--- src/rtl/rf_pkg.sv ---
package rf_pkg;
  localparam int unsigned SEQ_W_DEF = 16;
  localparam int unsigned PC_W_DEF  = 32;

  // unsigned, non-wrapping age compare
  function automatic logic seq_older(input logic [63:0] a, input logic [63:0] b);
    return a < b;
  endfunction
endpackage

--- src/rtl/rf_oldest_pick.sv ---
module rf_oldest_pick #(
  parameter int unsigned NUM_REQ = 3,
  parameter int unsigned SEQ_W   = rf_pkg::SEQ_W_DEF,
  parameter int unsigned PC_W    = rf_pkg::PC_W_DEF
) (
  input  logic [NUM_REQ-1:0]            cand_i,
  input  logic [NUM_REQ-1:0][SEQ_W-1:0] seq_i,
  input  logic [NUM_REQ-1:0][PC_W-1:0]  pc_i,
  input  logic [NUM_REQ-1:0]            mis_i,
  output logic                          found_o,
  output logic [SEQ_W-1:0]              seq_o,
  output logic [PC_W-1:0]               pc_o,
  output logic                          mis_o
);
  always_comb begin
    found_o = 1'b0;
    seq_o   = '0;
    pc_o    = '0;
    mis_o   = 1'b0;
    // strict compare keeps the lowest index on ties
    for (int i = 0; i < NUM_REQ; i++) begin
      if (cand_i[i] && (!found_o || rf_pkg::seq_older(64'(seq_i[i]), 64'(seq_o)))) begin
        found_o = 1'b1;
        seq_o   = seq_i[i];
        pc_o    = pc_i[i];
        mis_o   = mis_i[i];
      end
    end
  end


  always_comb begin
    for (int i = 0; i < NUM_REQ; i++) begin
      if (cand_i[i]) begin
        oldest_sel_chk: assert (found_o && seq_o <= seq_i[i]);
      end
    end
  end
endmodule

--- src/rtl/rf_thread_ctl.sv ---
module rf_thread_ctl #(
  parameter int unsigned SEQ_W = rf_pkg::SEQ_W_DEF,
  parameter int unsigned PC_W  = rf_pkg::PC_W_DEF
) (
  input  logic             clk_i,
  input  logic             rst_ni,
  input  logic             found_i,
  input  logic [SEQ_W-1:0] sel_seq_i,
  input  logic [PC_W-1:0]  sel_pc_i,
  input  logic             sel_mis_i,
  input  logic             alloc_v_i,
  input  logic [SEQ_W-1:0] alloc_seq_i,
  output logic             sq_v_o,
  output logic [SEQ_W-1:0] sq_seq_o,
  output logic [PC_W-1:0]  sq_pc_o,
  output logic             sq_mis_o
);
  logic [SEQ_W-1:0] marker_q;
  logic             accept;

  assign accept = found_i && rf_pkg::seq_older(64'(sel_seq_i), 64'(marker_q));

  always_ff @(posedge clk_i or negedge rst_ni) begin
    if (!rst_ni) begin
      marker_q <= '0;
      sq_v_o   <= 1'b0;
      sq_seq_o <= '0;
      sq_pc_o  <= '0;
      sq_mis_o <= 1'b0;
    end else begin
      sq_v_o <= accept;
      if (accept) begin
        marker_q <= sel_seq_i;
        sq_seq_o <= sel_seq_i;
        sq_pc_o  <= sel_pc_i;
        sq_mis_o <= sel_mis_i;
      end else if (alloc_v_i) begin
        marker_q <= alloc_seq_i;
      end
    end
  end


  older_only_chk: assert property (@(posedge clk_i) disable iff (!rst_ni)
    sq_v_o |-> $past(sel_seq_i) < $past(marker_q));

  marker_pullback_chk: assert property (@(posedge clk_i) disable iff (!rst_ni)
    sq_v_o |-> marker_q == sq_seq_o && marker_q < $past(marker_q));

  no_spurious_sq_chk: assert property (@(posedge clk_i) disable iff (!rst_ni)
    !found_i |=> !sq_v_o);

  alloc_adv_chk: assert property (@(posedge clk_i) disable iff (!rst_ni)
    (alloc_v_i && !found_i) |=> marker_q == $past(alloc_seq_i));

  alloc_blocked_chk: assert property (@(posedge clk_i) disable iff (!rst_ni)
    (alloc_v_i && accept) |=> marker_q == $past(sel_seq_i));
endmodule

--- src/rtl/redirect_filter.sv ---
module redirect_filter #(
  parameter int unsigned NUM_THREADS = 2,
  parameter int unsigned NUM_REQ     = 3,
  parameter int unsigned SEQ_W       = rf_pkg::SEQ_W_DEF,
  parameter int unsigned PC_W        = rf_pkg::PC_W_DEF,
  localparam int unsigned TID_W      = (NUM_THREADS > 1) ? $clog2(NUM_THREADS) : 1
) (
  input  logic                              clk_i,
  input  logic                              rst_ni,
  input  logic [NUM_REQ-1:0]                redir_valid_i,
  input  logic [NUM_REQ-1:0][TID_W-1:0]     redir_tid_i,
  input  logic [NUM_REQ-1:0][SEQ_W-1:0]     redir_seq_i,
  input  logic [NUM_REQ-1:0][PC_W-1:0]      redir_pc_i,
  input  logic [NUM_REQ-1:0]                redir_mispred_i,
  input  logic [NUM_THREADS-1:0]            alloc_valid_i,
  input  logic [NUM_THREADS-1:0][SEQ_W-1:0] alloc_seq_i,
  output logic [NUM_THREADS-1:0]            sq_valid_o,
  output logic [NUM_THREADS-1:0][SEQ_W-1:0] sq_seq_o,
  output logic [NUM_THREADS-1:0][PC_W-1:0]  sq_pc_o,
  output logic [NUM_THREADS-1:0]            sq_mispred_o
);
  for (genvar t = 0; t < NUM_THREADS; t++) begin : g_thr
    logic [NUM_REQ-1:0] cand;
    logic               found;
    logic [SEQ_W-1:0]   sel_seq;
    logic [PC_W-1:0]    sel_pc;
    logic               sel_mis;

    for (genvar i = 0; i < NUM_REQ; i++) begin : g_req
      assign cand[i] = redir_valid_i[i] && (redir_tid_i[i] == TID_W'(t));
    end

    rf_oldest_pick #(.NUM_REQ(NUM_REQ), .SEQ_W(SEQ_W), .PC_W(PC_W)) u_pick (
      .cand_i (cand),
      .seq_i  (redir_seq_i),
      .pc_i   (redir_pc_i),
      .mis_i  (redir_mispred_i),
      .found_o(found),
      .seq_o  (sel_seq),
      .pc_o   (sel_pc),
      .mis_o  (sel_mis)
    );

    rf_thread_ctl #(.SEQ_W(SEQ_W), .PC_W(PC_W)) u_ctl (
      .clk_i      (clk_i),
      .rst_ni     (rst_ni),
      .found_i    (found),
      .sel_seq_i  (sel_seq),
      .sel_pc_i   (sel_pc),
      .sel_mis_i  (sel_mis),
      .alloc_v_i  (alloc_valid_i[t]),
      .alloc_seq_i(alloc_seq_i[t]),
      .sq_v_o     (sq_valid_o[t]),
      .sq_seq_o   (sq_seq_o[t]),
      .sq_pc_o    (sq_pc_o[t]),
      .sq_mis_o   (sq_mispred_o[t])
    );
  end


  reset_quiet_chk: assert property (@(posedge clk_i) !rst_ni |-> sq_valid_o == '0);
endmodule

--- config.mk ---
export PLATFORM = sky130hd
export DESIGN_NAME = redirect_filter
export DESIGN_NICKNAME = d
export VERILOG_FILES = /design/src/rtl/rf_pkg.sv /design/src/rtl/rf_oldest_pick.sv /design/src/rtl/rf_thread_ctl.sv /design/src/rtl/redirect_filter.sv
export SDC_FILE = /design/constraint.sdc
export NUM_CORES = 1
export LEC_CHECK = 0
export ABC_AREA = 1
export CAP_MARGIN = 20
export CORE_MARGIN = 3
export CORE_UTILIZATION = 40
export CTS_CLUSTER_SIZE = 10
export DETAILED_ROUTE_END_ITERATION = 8
export GPL_ROUTABILITY_DRIVEN = 0
export PLACE_DENSITY_LB_ADDON = 0.08
export SLEW_MARGIN = 20
export SYNTH_ARGS = -nofsm -noshare
export SYNTH_HDL_FRONTEND = slang
export SYNTH_HIERARCHICAL = 1
export SYNTH_SLANG_ARGS = --single-unit
--- constraint.sdc ---
create_clock -name clk_i -period 5.04 [get_ports clk_i]
set_input_delay 0.756 -clock clk_i [delete_from_list [all_inputs] [get_ports clk_i]]
set_output_delay 0.756 -clock clk_i [all_outputs]
set_load 0.03 [all_outputs]
==> run_results.csv, run 1 <==
group,metric,value,unit
die,fp.dieArea,0.0287,mm^2
worst_setup_path,cpMostUsedCell,"nand2_1",
global_routing,first_global_vias,12000,
finish,syn_to_final_growth,72.7,%
sta,maxSlewViolCount,0,
worst_setup_path,path_delay_family,"simple AND/OR/NAND/NOR gates",
routing,first_pass_iters,5,
worst_setup_path,cp.required,5.37,ns
sta,rsz0062_at_grt,"true",
clock_tree,cts_tree,"done",
sta,hold_viol_final,0,
finish,nets,2405,
yosys,synth_area,0.0107,mm^2
status,failed_checks,"setup timing",
power,power,8260,uW
global_routing,track_usage,28.0,%
yosys,synth-adder-area-share,10.5,%
sta,worstMarginPinSlew,0.987,ns
power,leakagePower,0.00947,uW
routing,vias,13200,
min_path,hold_path.class,"input port to asynchronous set/reset pin",
yosys,ys_ff_latch,132,
yosys,yosysWarningCount,6,
worst_setup_path,path_depth,31,
sta,finalSetupViolations,116,
die,rows,59,
worst_setup_path,arrival,5.56,ns
clock_tree,hold_buffers,0,
yosys,synth_simple_gate_area_share,42.2,%
yosys,postSynth.asyncResetShare,100,%
global_routing,antenna_found_initial,3,
clock_tree,cts_sinks,132,
clock_tree,clock-root-buffer,"clkbuf_16",
clock_tree,h-tree-depth,4,
global_routing,grt_start_max_net_pins,101,
finish,drive_gt1_share,29.3,%
yosys,ys_seq_area_share,30.9,%
yosys,synth_flop_cell,"dfrtp_1",
finish,design_area,0.0184,mm^2
global_routing,grt_pass1_wl,64200,um
power,ir_worst_vdd,263,uV
worst_setup_path,path_buf_inv,6,
routing,drc,0,
worst_setup_path,slowest_delay,0.52,ns
power,power_density,448,mW/mm^2
clock_tree,clk_latency,0.44,ns
yosys,synth_xor_area_share,0,%
yosys,synthCells,1670,
die,start_util,40.9,%
die,ios,289,
sta,setup_tns,-14.08,ns
routing,drt-initial-drc-count,1231,
yosys,yosysUniqueCellTypes,29,
yosys,synth_compound_area_share,7.37,%
placement,dpl_cell_area,0.0152,mm^2
yosys,synth_mux_area_share,0,%
worst_setup_path,cp_max_fo,8,
worst_setup_path,cp_slowest_cell,"clkdlybuf4s50_1",
routing,postRouteAntennaNets,0,
worst_setup_path,worstRegToRegCells,10,
flow_run,cap_violations,0,
yosys,syn_avg_cell_area,6.40,um^2
yosys,synth_top_area_share,30.9,%
placement,port_buffers,288,
yosys,yosysTopAreaCell,"dfrtp_1",
yosys,synth_top_family_by_area,"simple AND/OR/NAND/NOR gates",
status,status,"complete, but fails checks",
sta,period_share,104,%
sta,period_minus_slack,5.23,ns
yosys,synth_edf_count,0,
worst_setup_path,worstSetupPathType,"input port to flop",
sta,maxSlewHeadroom,34.2,%
sta,fin_skew,0.0160,ns
routing,vias_per_cell,5.32,
placement,hpwl,30600,um
clock_tree,cts_inserted_buffers,17,
die,die_h,169,um
global_routing,grt-ovfl-total,0,
placement,pre_cts_slack,-1.20,ns
clock_tree,cts_buffer_depth,2,
yosys,synth_area_leaders,"dfrtp_1 (31%), nand2_1 (27%), ha_1 (11%), nand3_1 (8.3%), a21oi_1 (4.9%)",
yosys,syn_nets,1949,
sta,hold_ws,0.434,ns
clock_tree,clk_pin_slew,0.07,ns
worst_setup_path,cp-end-kind,"flop",
worst_setup_path,cp-start-kind,"input port",
finish,fillCellCount,2049,
routing,finalWirelength,45900,um
die,die_x,169,um
die,core,0.0261,mm^2
sta,max_clock_freq,191,MHz
routing,avgRoutedWirePerCell,18.5,um
sta,setup_slack,-0.191,ns
-- power breakdown --
| part | leakage (uW) | switching (uW) | total [uW] | internal (uW) |
|---|---|---|---|---|
| Combinational | 0.00748 | 2810 | 4990 | 2180 |
| Sequential | 0.00168 | 332 | 1870 | 1540 |
| Clock | 0.000309 | 584 | 1400 | 813 |
-- cell usage in the layout, fill, tap and decap left out, drive strengths merged, types with 4 or more instances in the layout --
cell and instances:
a211oi 6, a21oi 105, buf 229, clkbuf 33, clkdlybuf4s50 260, clkinv 5, dfrtp 132, dlygate4sd2 5
dlymetal6s2s 20, ha 90, inv 117, nand2 803, nand3 180, nand4 5, nor2 88, o21a 4
o21ai 35, or2 10
-- metrics by stage --
stage	utilization, %	cells
floorplan	-	1670
global placement	58.0	2380
detailed placement	58.0	2380
CTS	61.8	2427
global route	70.6	2476
finish	70.6	2477
-- layer usage --
| layer | track usage (%) | wire length (um) |
|---|---|---|
| met1 | 37.0 | 18700 |
| met2 | 45.3 | 21400 |
| met3 | 5.92 | 3680 |
| met4 | 10.8 | 2140 |
| met5 | 0 | 7 |
-- timing repair --
action                                  4_1_cts  5_1_grt
endpoints found under the setup margin      132      132
pin swaps                                    10       91
setup buffers                                10       26
gates cloned                                  5       21
resized for setup                            63      394
-- cells in the mapped netlist, types with 12 or more instances --
cell type,count
clkbuf_1,46
nor2_1,83
nand2_2,32
o21ai_0,33
nand2_1,765
inv_1,109
buf_2,24
ha_1,90
a21oi_1,105
dfrtp_1,132
buf_4,12
nand3_1,178
-- flip-flops by register name, indices dropped and copies added (netlist names) --
name                  cells
g_thr.u_ctl/marker_q     32
g_thr.u_ctl/sq_pc_o      64
g_thr.u_ctl/sq_v_o        2
g_thr.u_ctl/sq_mis_o      2
g_thr.u_ctl/sq_seq_o     32
-- cell families after synthesis --
logic type,count (synthesis)
and+or+nand+nor,1088
buffers and inverters,209
AOI/OAI and AO/OA,151
DFF,132
adders and majority gates,90
-- worst paths after layout --
check | start | endpoint | slack (ns)
worst max-delay path | redir_seq_i[26] | g_thr[1].u_ctl/sq_pc_o[28] | -0.19
worst min-delay path | rst_ni | g_thr[0].u_ctl/sq_seq_o[12] | 0.43
worst max register to register | g_thr[1].u_ctl/marker_q[9] | g_thr[1].u_ctl/sq_pc_o[22] | 3.01
worst min register to register | g_thr[0].u_ctl/sq_seq_o[15] | g_thr[0].u_ctl/sq_seq_o[15] | 0.47
max in group asynchronous | rst_ni | g_thr[0].u_ctl/sq_pc_o[23] | 3.55
min in group clk_i | g_thr[0].u_ctl/sq_seq_o[15] | g_thr[0].u_ctl/sq_seq_o[15] | 0.47
-- worst reg2reg max path: stages, from the launching register on --
cell	delay, ns
dfrtp_1	0.36
inv_1	0.08
ha_4	0.28
nand2_2	0.06
nor4_4	0.36
nand2_4	0.15
nand2_8	0.20
clkinv_8	0.13
clkbuf_16	0.20
nand2_4	0.05
nand2_1	0.05
-- layout make-up --
cell class / instances / area (um^2) / area share, %
Multi-Input combinational cell: 1335 / 8190 / 44.4
Timing Repair Buffer: 528 / 5430 / 29.5
Sequential cell: 132 / 3300 / 17.9
Inverter: 111 / 452 / 2.45
Clock buffer: 19 / 443 / 2.40
Tap cell: 335 / 419 / 2.27
Clock inverter: 13 / 185 / 1.00
Timing Repair inverter: 1 / 11.3 / 0.0611
Antenna cell: 3 / 7.51 / 0.0407
Power figures use the tool's default switching activity.
==> run 2, diff against run 1 <==
HOLD_SLACK_MARGIN = 0.1   (was unset)
==> results of run 2 <==
No change in the layout: final DEF, timing and power equal those of run 1.
